## config.mk

```make
export PLATFORM = sky130hd
export DESIGN_NAME = mcu_mailbox
export DESIGN_NICKNAME = d
export VERILOG_FILES = /design/src/rtl/mbx_pkg.sv /design/src/rtl/mbx_fifo.sv /design/src/rtl/mbx_status.sv /design/src/rtl/mbx_irqctl.sv /design/src/rtl/mcu_mailbox.sv
export SDC_FILE = /design/constraint.sdc
export NUM_CORES = 1
export LEC_CHECK = 0
export ABC_CLOCK_PERIOD_IN_PS = 3640
export BUFFER_PORTS_ARGS = -buffer_cell sky130_fd_sc_hd__buf_4
export CORE_UTILIZATION = 45
export CTS_BUF_LIST = sky130_fd_sc_hd__clkbuf_8
export DETAILED_ROUTE_END_ITERATION = 16
export SLEW_MARGIN = 40
export SYNTH_ARGS = -nofsm -noshare
export SYNTH_HDL_FRONTEND = slang
export SYNTH_SLANG_ARGS = --single-unit
```

## constraint.sdc

```tcl
create_clock -name clk -period 3.64 [get_ports clk]
set_input_delay 0.364 -clock clk [delete_from_list [all_inputs] [get_ports clk]]
set_output_delay 0.364 -clock clk [all_outputs]
set_load 0.02 [all_outputs]
```

## src/rtl/mbx_pkg.sv

```systemverilog
// Shared constants for the mailbox: word slot indices and status bit indices.
// Assumes 32-bit word slots addressed by byte offset.
package mbx_pkg;
    localparam int unsigned SLOT_CTRL = 0;
    localparam int unsigned SLOT_DATA = 1;
    localparam int unsigned SLOT_STAT = 2;

    localparam int unsigned NUM_SRC   = 4;
    localparam int unsigned ST_TXE    = 0;
    localparam int unsigned ST_TXNF   = 1;
    localparam int unsigned ST_RXNE   = 2;
    localparam int unsigned ST_RXO    = 3;

    // bits whose set event has priority over a same-cycle clear
    localparam logic [NUM_SRC-1:0] EVT_WINS = 4'b1000;
endpackage

```

## src/rtl/mbx_fifo.sv

```systemverilog
// Synchronous FIFO with first-word-fall-through output.
// Assumes the caller never pushes when full or pops when empty; both are
// gated here as well so misuse leaves state unchanged.
module mbx_fifo #(
    parameter int unsigned WIDTH = 8,
    parameter int unsigned DEPTH = 8
) (
    input  logic             clk,
    input  logic             rst_n,
    input  logic             push,
    input  logic [WIDTH-1:0] din,
    input  logic             pop,
    output logic [WIDTH-1:0] dout,
    output logic             empty,
    output logic             full
);
    localparam int unsigned PTR_W = (DEPTH > 1) ? $clog2(DEPTH) : 1;
    localparam int unsigned CNT_W = $clog2(DEPTH + 1);

    logic [WIDTH-1:0] mem [DEPTH];
    logic [PTR_W-1:0] wr_ptr, rd_ptr;
    logic [CNT_W-1:0] count;
    logic             do_push, do_pop;

    assign empty   = (count == '0);
    assign full    = (count == CNT_W'(DEPTH));
    assign do_push = push && !full;
    assign do_pop  = pop && !empty;
    assign dout    = mem[rd_ptr];

    // Storage write; contents need no reset.
    always_ff @(posedge clk) begin
        if (do_push) mem[wr_ptr] <= din;
    end

    // Pointer and occupancy bookkeeping.
    always_ff @(posedge clk) begin
        if (!rst_n) begin
            wr_ptr <= '0;
            rd_ptr <= '0;
            count  <= '0;
        end else begin
            if (do_push)
                wr_ptr <= (wr_ptr == PTR_W'(DEPTH - 1)) ? '0 : wr_ptr + 1'b1;
            if (do_pop)
                rd_ptr <= (rd_ptr == PTR_W'(DEPTH - 1)) ? '0 : rd_ptr + 1'b1;
            case ({do_push, do_pop})
                2'b10:   count <= count + 1'b1;
                2'b01:   count <= count - 1'b1;
                default: count <= count;
            endcase
        end
    end
endmodule

```

## src/rtl/mbx_status.sv

```systemverilog
// Latched status flags with write-1-to-clear.
// Each flag sets on the edge where its condition is high. For bits marked in
// EVT_MASK a set beats a same-cycle clear; for the others the clear wins,
// and the flag re-sets on the following edge if the condition persists.
module mbx_status #(
    parameter int unsigned          N        = 4,
    parameter logic [N-1:0]         EVT_MASK = '0
) (
    input  logic         clk,
    input  logic         rst_n,
    input  logic [N-1:0] cond,
    input  logic [N-1:0] clr,
    output logic [N-1:0] flags
);
    for (genvar i = 0; i < N; i++) begin : g_flag
        if (EVT_MASK[i]) begin : g_evt
            // Event flag: set has priority, so no event is lost to a clear.
            always_ff @(posedge clk) begin
                if (!rst_n)       flags[i] <= 1'b0;
                else if (cond[i]) flags[i] <= 1'b1;
                else if (clr[i])  flags[i] <= 1'b0;
            end
        end else begin : g_lvl
            // Level flag: clear has priority for one edge.
            always_ff @(posedge clk) begin
                if (!rst_n)       flags[i] <= 1'b0;
                else if (clr[i])  flags[i] <= 1'b0;
                else if (cond[i]) flags[i] <= 1'b1;
            end
        end
    end
endmodule

```

## src/rtl/mbx_irqctl.sv

```systemverilog
// Interrupt masking: holds the per-source mask bits and forms the request
// vector and the combined interrupt line. Assumes flags are registered.
module mbx_irqctl #(
    parameter int unsigned N = 4
) (
    input  logic         clk,
    input  logic         rst_n,
    input  logic         mask_we,
    input  logic [N-1:0] mask_in,
    input  logic [N-1:0] flags,
    output logic [N-1:0] mask_q,
    output logic [N-1:0] req,
    output logic         irq
);
    // Mask register, written from the control word.
    always_ff @(posedge clk) begin
        if (!rst_n)       mask_q <= '0;
        else if (mask_we) mask_q <= mask_in;
    end

    assign req = flags & mask_q;
    assign irq = |req;
endmodule

```

## src/rtl/mcu_mailbox.sv

```systemverilog
// Byte mailbox between a host register port and a microcontroller.
// Host side: single-cycle accesses; read data is combinational in the access
// cycle and a data-word read pops at the end of that cycle.
// Controller side: valid/ready byte streams in each direction.
module mcu_mailbox #(
    parameter int unsigned BUS_W      = 32,
    parameter int unsigned BYTE_W     = 8,
    parameter int unsigned ADDR_W     = 4,
    parameter int unsigned FIFO_DEPTH = 8
) (
    input  logic              clk,
    input  logic              rst_n,
    input  logic              bus_sel,
    input  logic              bus_wr,
    input  logic [ADDR_W-1:0] bus_addr,
    input  logic [BUS_W-1:0]  bus_wdata,
    output logic [BUS_W-1:0]  bus_rdata,
    output logic              tx_valid,
    input  logic              tx_ready,
    output logic [BYTE_W-1:0] tx_data,
    input  logic              rx_valid,
    output logic              rx_ready,
    input  logic [BYTE_W-1:0] rx_data,
    output logic              irq
);
    import mbx_pkg::*;

    localparam int unsigned SLOT_W = ADDR_W - 2;
    localparam int unsigned NS     = NUM_SRC;

    logic [SLOT_W-1:0] slot;
    logic              hit_ctrl, hit_data, hit_stat;
    logic              data_wr, data_rd;
    logic              tx_empty, tx_full, rx_empty, rx_full;
    logic              tx_push, rx_push, rx_pop, ovf_evt;
    logic [BYTE_W-1:0] rx_head;
    logic [NS-1:0]     cond, clr, sta_q, mask_q, req;
    logic              mask_we;
    logic              unused_bits;

    assign slot     = bus_addr[ADDR_W-1:2];
    assign hit_ctrl = bus_sel && (slot == SLOT_W'(SLOT_CTRL));
    assign hit_data = bus_sel && (slot == SLOT_W'(SLOT_DATA));
    assign hit_stat = bus_sel && (slot == SLOT_W'(SLOT_STAT));
    assign data_wr  = hit_data && bus_wr;
    assign data_rd  = hit_data && !bus_wr;
    assign mask_we  = hit_ctrl && bus_wr;
    assign clr      = (hit_stat && bus_wr) ? bus_wdata[NS-1:0] : '0;
    assign unused_bits = ^{bus_wdata[BUS_W-1:2*NS], bus_addr[1:0]};

    assign tx_push  = data_wr && !tx_full;
    assign rx_push  = rx_valid && !rx_full;
    assign rx_pop   = data_rd && !rx_empty;
    assign ovf_evt  = rx_valid && rx_full;
    assign tx_valid = !tx_empty;
    assign rx_ready = !rx_full;

    mbx_fifo #(.WIDTH(BYTE_W), .DEPTH(FIFO_DEPTH)) u_tx_fifo (
        .clk(clk), .rst_n(rst_n),
        .push(tx_push), .din(bus_wdata[BYTE_W-1:0]),
        .pop(tx_valid && tx_ready), .dout(tx_data),
        .empty(tx_empty), .full(tx_full)
    );

    mbx_fifo #(.WIDTH(BYTE_W), .DEPTH(FIFO_DEPTH)) u_rx_fifo (
        .clk(clk), .rst_n(rst_n),
        .push(rx_push), .din(rx_data),
        .pop(rx_pop), .dout(rx_head),
        .empty(rx_empty), .full(rx_full)
    );

    // Condition vector in status bit order.
    always_comb begin
        cond          = '0;
        cond[ST_TXE]  = tx_empty;
        cond[ST_TXNF] = !tx_full;
        cond[ST_RXNE] = !rx_empty;
        cond[ST_RXO]  = ovf_evt;
    end

    mbx_status #(.N(NS), .EVT_MASK(EVT_WINS)) u_status (
        .clk(clk), .rst_n(rst_n), .cond(cond), .clr(clr), .flags(sta_q)
    );

    mbx_irqctl #(.N(NS)) u_irq (
        .clk(clk), .rst_n(rst_n), .mask_we(mask_we),
        .mask_in(bus_wdata[2*NS-1:NS]), .flags(sta_q),
        .mask_q(mask_q), .req(req), .irq(irq)
    );

    // Read data multiplexer for the word slots.
    always_comb begin
        bus_rdata = '0;
        if (bus_sel && !bus_wr) begin
            if (hit_ctrl)
                bus_rdata[2*NS-1:0] = {mask_q, req};
            else if (hit_data && !rx_empty)
                bus_rdata[BYTE_W-1:0] = rx_head;
            else if (hit_stat)
                bus_rdata[NS-1:0] = sta_q;
        end
    end
endmodule

```

==> results.sh <==
export IMPL_status="finished, violations left"
export IMPL_violations="design-rule violations"
export IMPL_rows=44
export IMPL_nets=550
export IMPL_path_max_fanout=13
export IMPL_synthTopCellsByCount="edfxtp_1 (128), dfxtp_1 (34), mux4_2 (32)"
export IMPL_grt_first_pass_wirelength_mm=20.29
export IMPL_cts_tree="yes"
export IMPL_synthMostInstantiatedCell="edfxtp_1"
export IMPL_startpoint_type="register"
export IMPL_multi_input_comb_area_um2=2128
export IMPL_avgRoutedWirePerCell_um=18.63
export IMPL_clock_fmax_ghz=0.3359
export IMPL_crit_slowest_cell="dfxtp_1"
export IMPL_drv_cap=0
export IMPL_seq_area_frac_synth=0.6612
export IMPL_cts_max_level=4
export IMPL_p_leak_nw=2.678
export IMPL_clockBufferDepth=2
export IMPL_postCtsSetupRepairBufs=0
export IMPL_path_depth=5
export IMPL_yosysTopAreaCell="edfxtp_1"
export IMPL_cts_hold_buf=0
export IMPL_hp_class="in -> reg"
export IMPL_worst_pin_slew_ns=0.7651
export IMPL_finalHoldViolations=0
export IMPL_cts_sinks=162
export IMPL_synth_edf_count=128
export IMPL_grt_usage=0.1771
export IMPL_drive_above_1_share=0.2886
export IMPL_cp_arrival_ns=2.61
export IMPL_routed_wl_mm=12.72
export IMPL_die_w_um=125.3
export IMPL_hpwl_mm=8.408
export IMPL_cpPeakStageDelay_ns=0.82
export IMPL_antenna_found_initial=0
export IMPL_overflow=0
export IMPL_die_h_um=125.3
export IMPL_port_buffer_count=42
export IMPL_r2r_start="u_rx_fifo.count[1]"
export IMPL_critPathBufInv=1
export IMPL_worst_setup_path_type="reg -> out"
export IMPL_setup_viol_count_final=0
export IMPL_worst_skew_pair_late_latency_ns=0.45
export IMPL_r2r_end="u_rx_fifo.count[2]"
export IMPL_peakVddDrop_v=0.0002294
export IMPL_synth_flop_cell="edfxtp_1"
export IMPL_grt_pass1_vias=3665
export IMPL_drtIter0Drc=238
export IMPL_slew_violations=0
export IMPL_critical_path_required_ns=3.28
export IMPL_whs_ns=0.1424
export IMPL_slew_headroom=0.4892
export IMPL_cts_root_buf="clkbuf_8"
export IMPL_fin_skew_ns=0.01521
export IMPL_initial_core_util=0.4655
export IMPL_fin_crit_sh=0.8179
export IMPL_min_delay_start="rx_data[5]"
export IMPL_dr_pass1_iters=10
export IMPL_drc=4
export IMPL_r2r_cells=10
export IMPL_via_per_inst=5.303
export IMPL_syn_area_um2=6843
export IMPL_boundaryPins=93
export IMPL_end_kind="output port"
export IMPL_antenna_left=0
export IMPL_fin_setup_tns_ns=0
export IMPL_rsz0062_at_grt="no"
export IMPL_gp_congestion=0.7819
export IMPL_vias=3622
export IMPL_yosysWarnings=0
export IMPL_core_area_um2=14700
export IMPL_ys_types=44
export IMPL_crit_end="bus_rdata[3]"
export IMPL_grt_start_max_net_pins=26
export IMPL_area_growth_synth_to_final_pct=12.93
export IMPL_cp_top_family="flip-flops"
export IMPL_path_cells="mux4_2, mux2_2, a22oi_1, nor4b_1, buf_4"
export IMPL_yosys_top_cells_area="edfxtp_1 (56%), mux4_2 (11%), dfxtp_1 (9.9%)"
export IMPL_synth_top_area_share=0.5617
export IMPL_antenna_cells=0
export IMPL_ff_latch_area_um2=4526
export IMPL_postSynthAreaPerCell_um2=15.91
export IMPL_ctsResizeCount=0
export IMPL_cts_buffers=17
export IMPL_synthCells=430
export IMPL_reg2reg_slack_ns=0.83
export IMPL_dieArea_um2=15700
export IMPL_cellPowerDensity_nw_per_um2=470.5
export IMPL_nFillCells=1231
export IMPL_layout_min_cycle_time_ns=2.977
export IMPL_ys_seq_elements=162
export IMPL_synth_async_reset_ratio=0
export IMPL_clk_pin_slew_ns=0.08
worst min path at each step:
stage	to	slack, ns	cells past startpoint
floorplan	u_tx_fifo.count[3]	0.45	2
global placement	u_tx_fifo.count[3]	0.46	2
detailed placement	u_tx_fifo.count[3]	0.47	2
CTS	u_rx_fifo.mem[4][5]	0.11	1
global route	u_rx_fifo.mem[6][1]	0.12	1
finish	u_rx_fifo.mem[4][5]	0.14	1
cells in the final DEF, fill, tap and decap left out, drive strengths merged, types with 3 or more instances in the layout:
| master | instances |
|---|---|
| or3 | 7 |
| nand2 | 25 |
| dfxtp | 34 |
| clkinv | 5 |
| nand2b | 6 |
| inv | 12 |
| buf | 58 |
| ha | 14 |
| nor4b | 7 |
| clkinvlp | 3 |
| o21ai | 10 |
| xor2 | 6 |
| nor3b | 4 |
| nor2b | 3 |
| mux2 | 12 |
| a22oi | 6 |
| nand3 | 4 |
| edfxtp | 128 |
| nor4 | 3 |
| a21oi | 18 |
| conb | 24 |
| clkbuf | 17 |
| nor2 | 18 |
| mux2i | 14 |
| nor3 | 6 |
| mux4 | 32 |
sequential cells by signal, summed over array words and instances (netlist names), named ones only:
name              cells
u_irq.mask_q          4
u_rx_fifo.count       4
u_rx_fifo.mem        64
u_rx_fifo.rd_ptr      3
u_rx_fifo.wr_ptr      3
u_status.flags        4
u_tx_fifo.count       4
u_tx_fifo.mem        64
u_tx_fifo.rd_ptr      3
u_tx_fifo.wr_ptr      3
where the power goes:
| group | total, mW | internal, mW | switching, mW |
|---|---|---|---|
| registers | 2.06 | 2.03 | 0.0304 |
| logic | 0.329 | 0.145 | 0.184 |
| clock network | 1.25 | 0.605 | 0.644 |
cell type report:
type / count / share of cell area
clock buffers: 17 / 0.03028
clock inverters: 15 / 0.01911
inverters: 7 / 0.003400
multi-input cells: 240 / 0.2754
flip-flops and latches: 162 / 0.5857
well taps: 184 / 0.02979
repair buffers: 58 / 0.05635
per-layer routing:
| layer | GRT usage | vias up | share of wire | wire, um |
|---|---|---|---|---|
| met5 | 0 | - | 0 | 0 |
| met1 | 0.2130 | 1804 | 0.42 | 5386 |
| li1 | - | 1726 | - | - |
| met2 | 0.3092 | 82 | 0.52 | 6604 |
| met4 | 0.06026 | 0 | 0.0086 | 110 |
| met3 | 0.04621 | 10 | 0.049 | 620 |
per-stage QoR:
stage,worst slack (ns),power [mW],instance area (um^2),cells,utilization
3_3_place_gp,0.8360,2.423,7331,651,0.4987
5_1_grt,0.4706,3.788,7727,683,0.5257
6_report,0.6630,3.636,7727,683,0.5257
2_1_floorplan,1.048,2.340,6929,453,-
4_1_cts,0.5902,3.679,7726,683,0.5256
3_5_place_dp,0.8190,2.434,7345,651,0.4997
cell families after synthesis:
| logic type | count (synthesis) | synth area share |
|---|---|---|
| fa+ha+maj | 14 | 0.02560 |
| simple gates | 97 | 0.07918 |
| buf+inv | 51 | 0.04498 |
| mux | 58 | 0.1455 |
| flops | 162 | 0.6612 |
| xor+xnor | 6 | 0.007680 |
| compound gates | 41 | 0.03529 |
| other cells | 1 | 0.0005480 |
(Power assumes the default switching activity.)
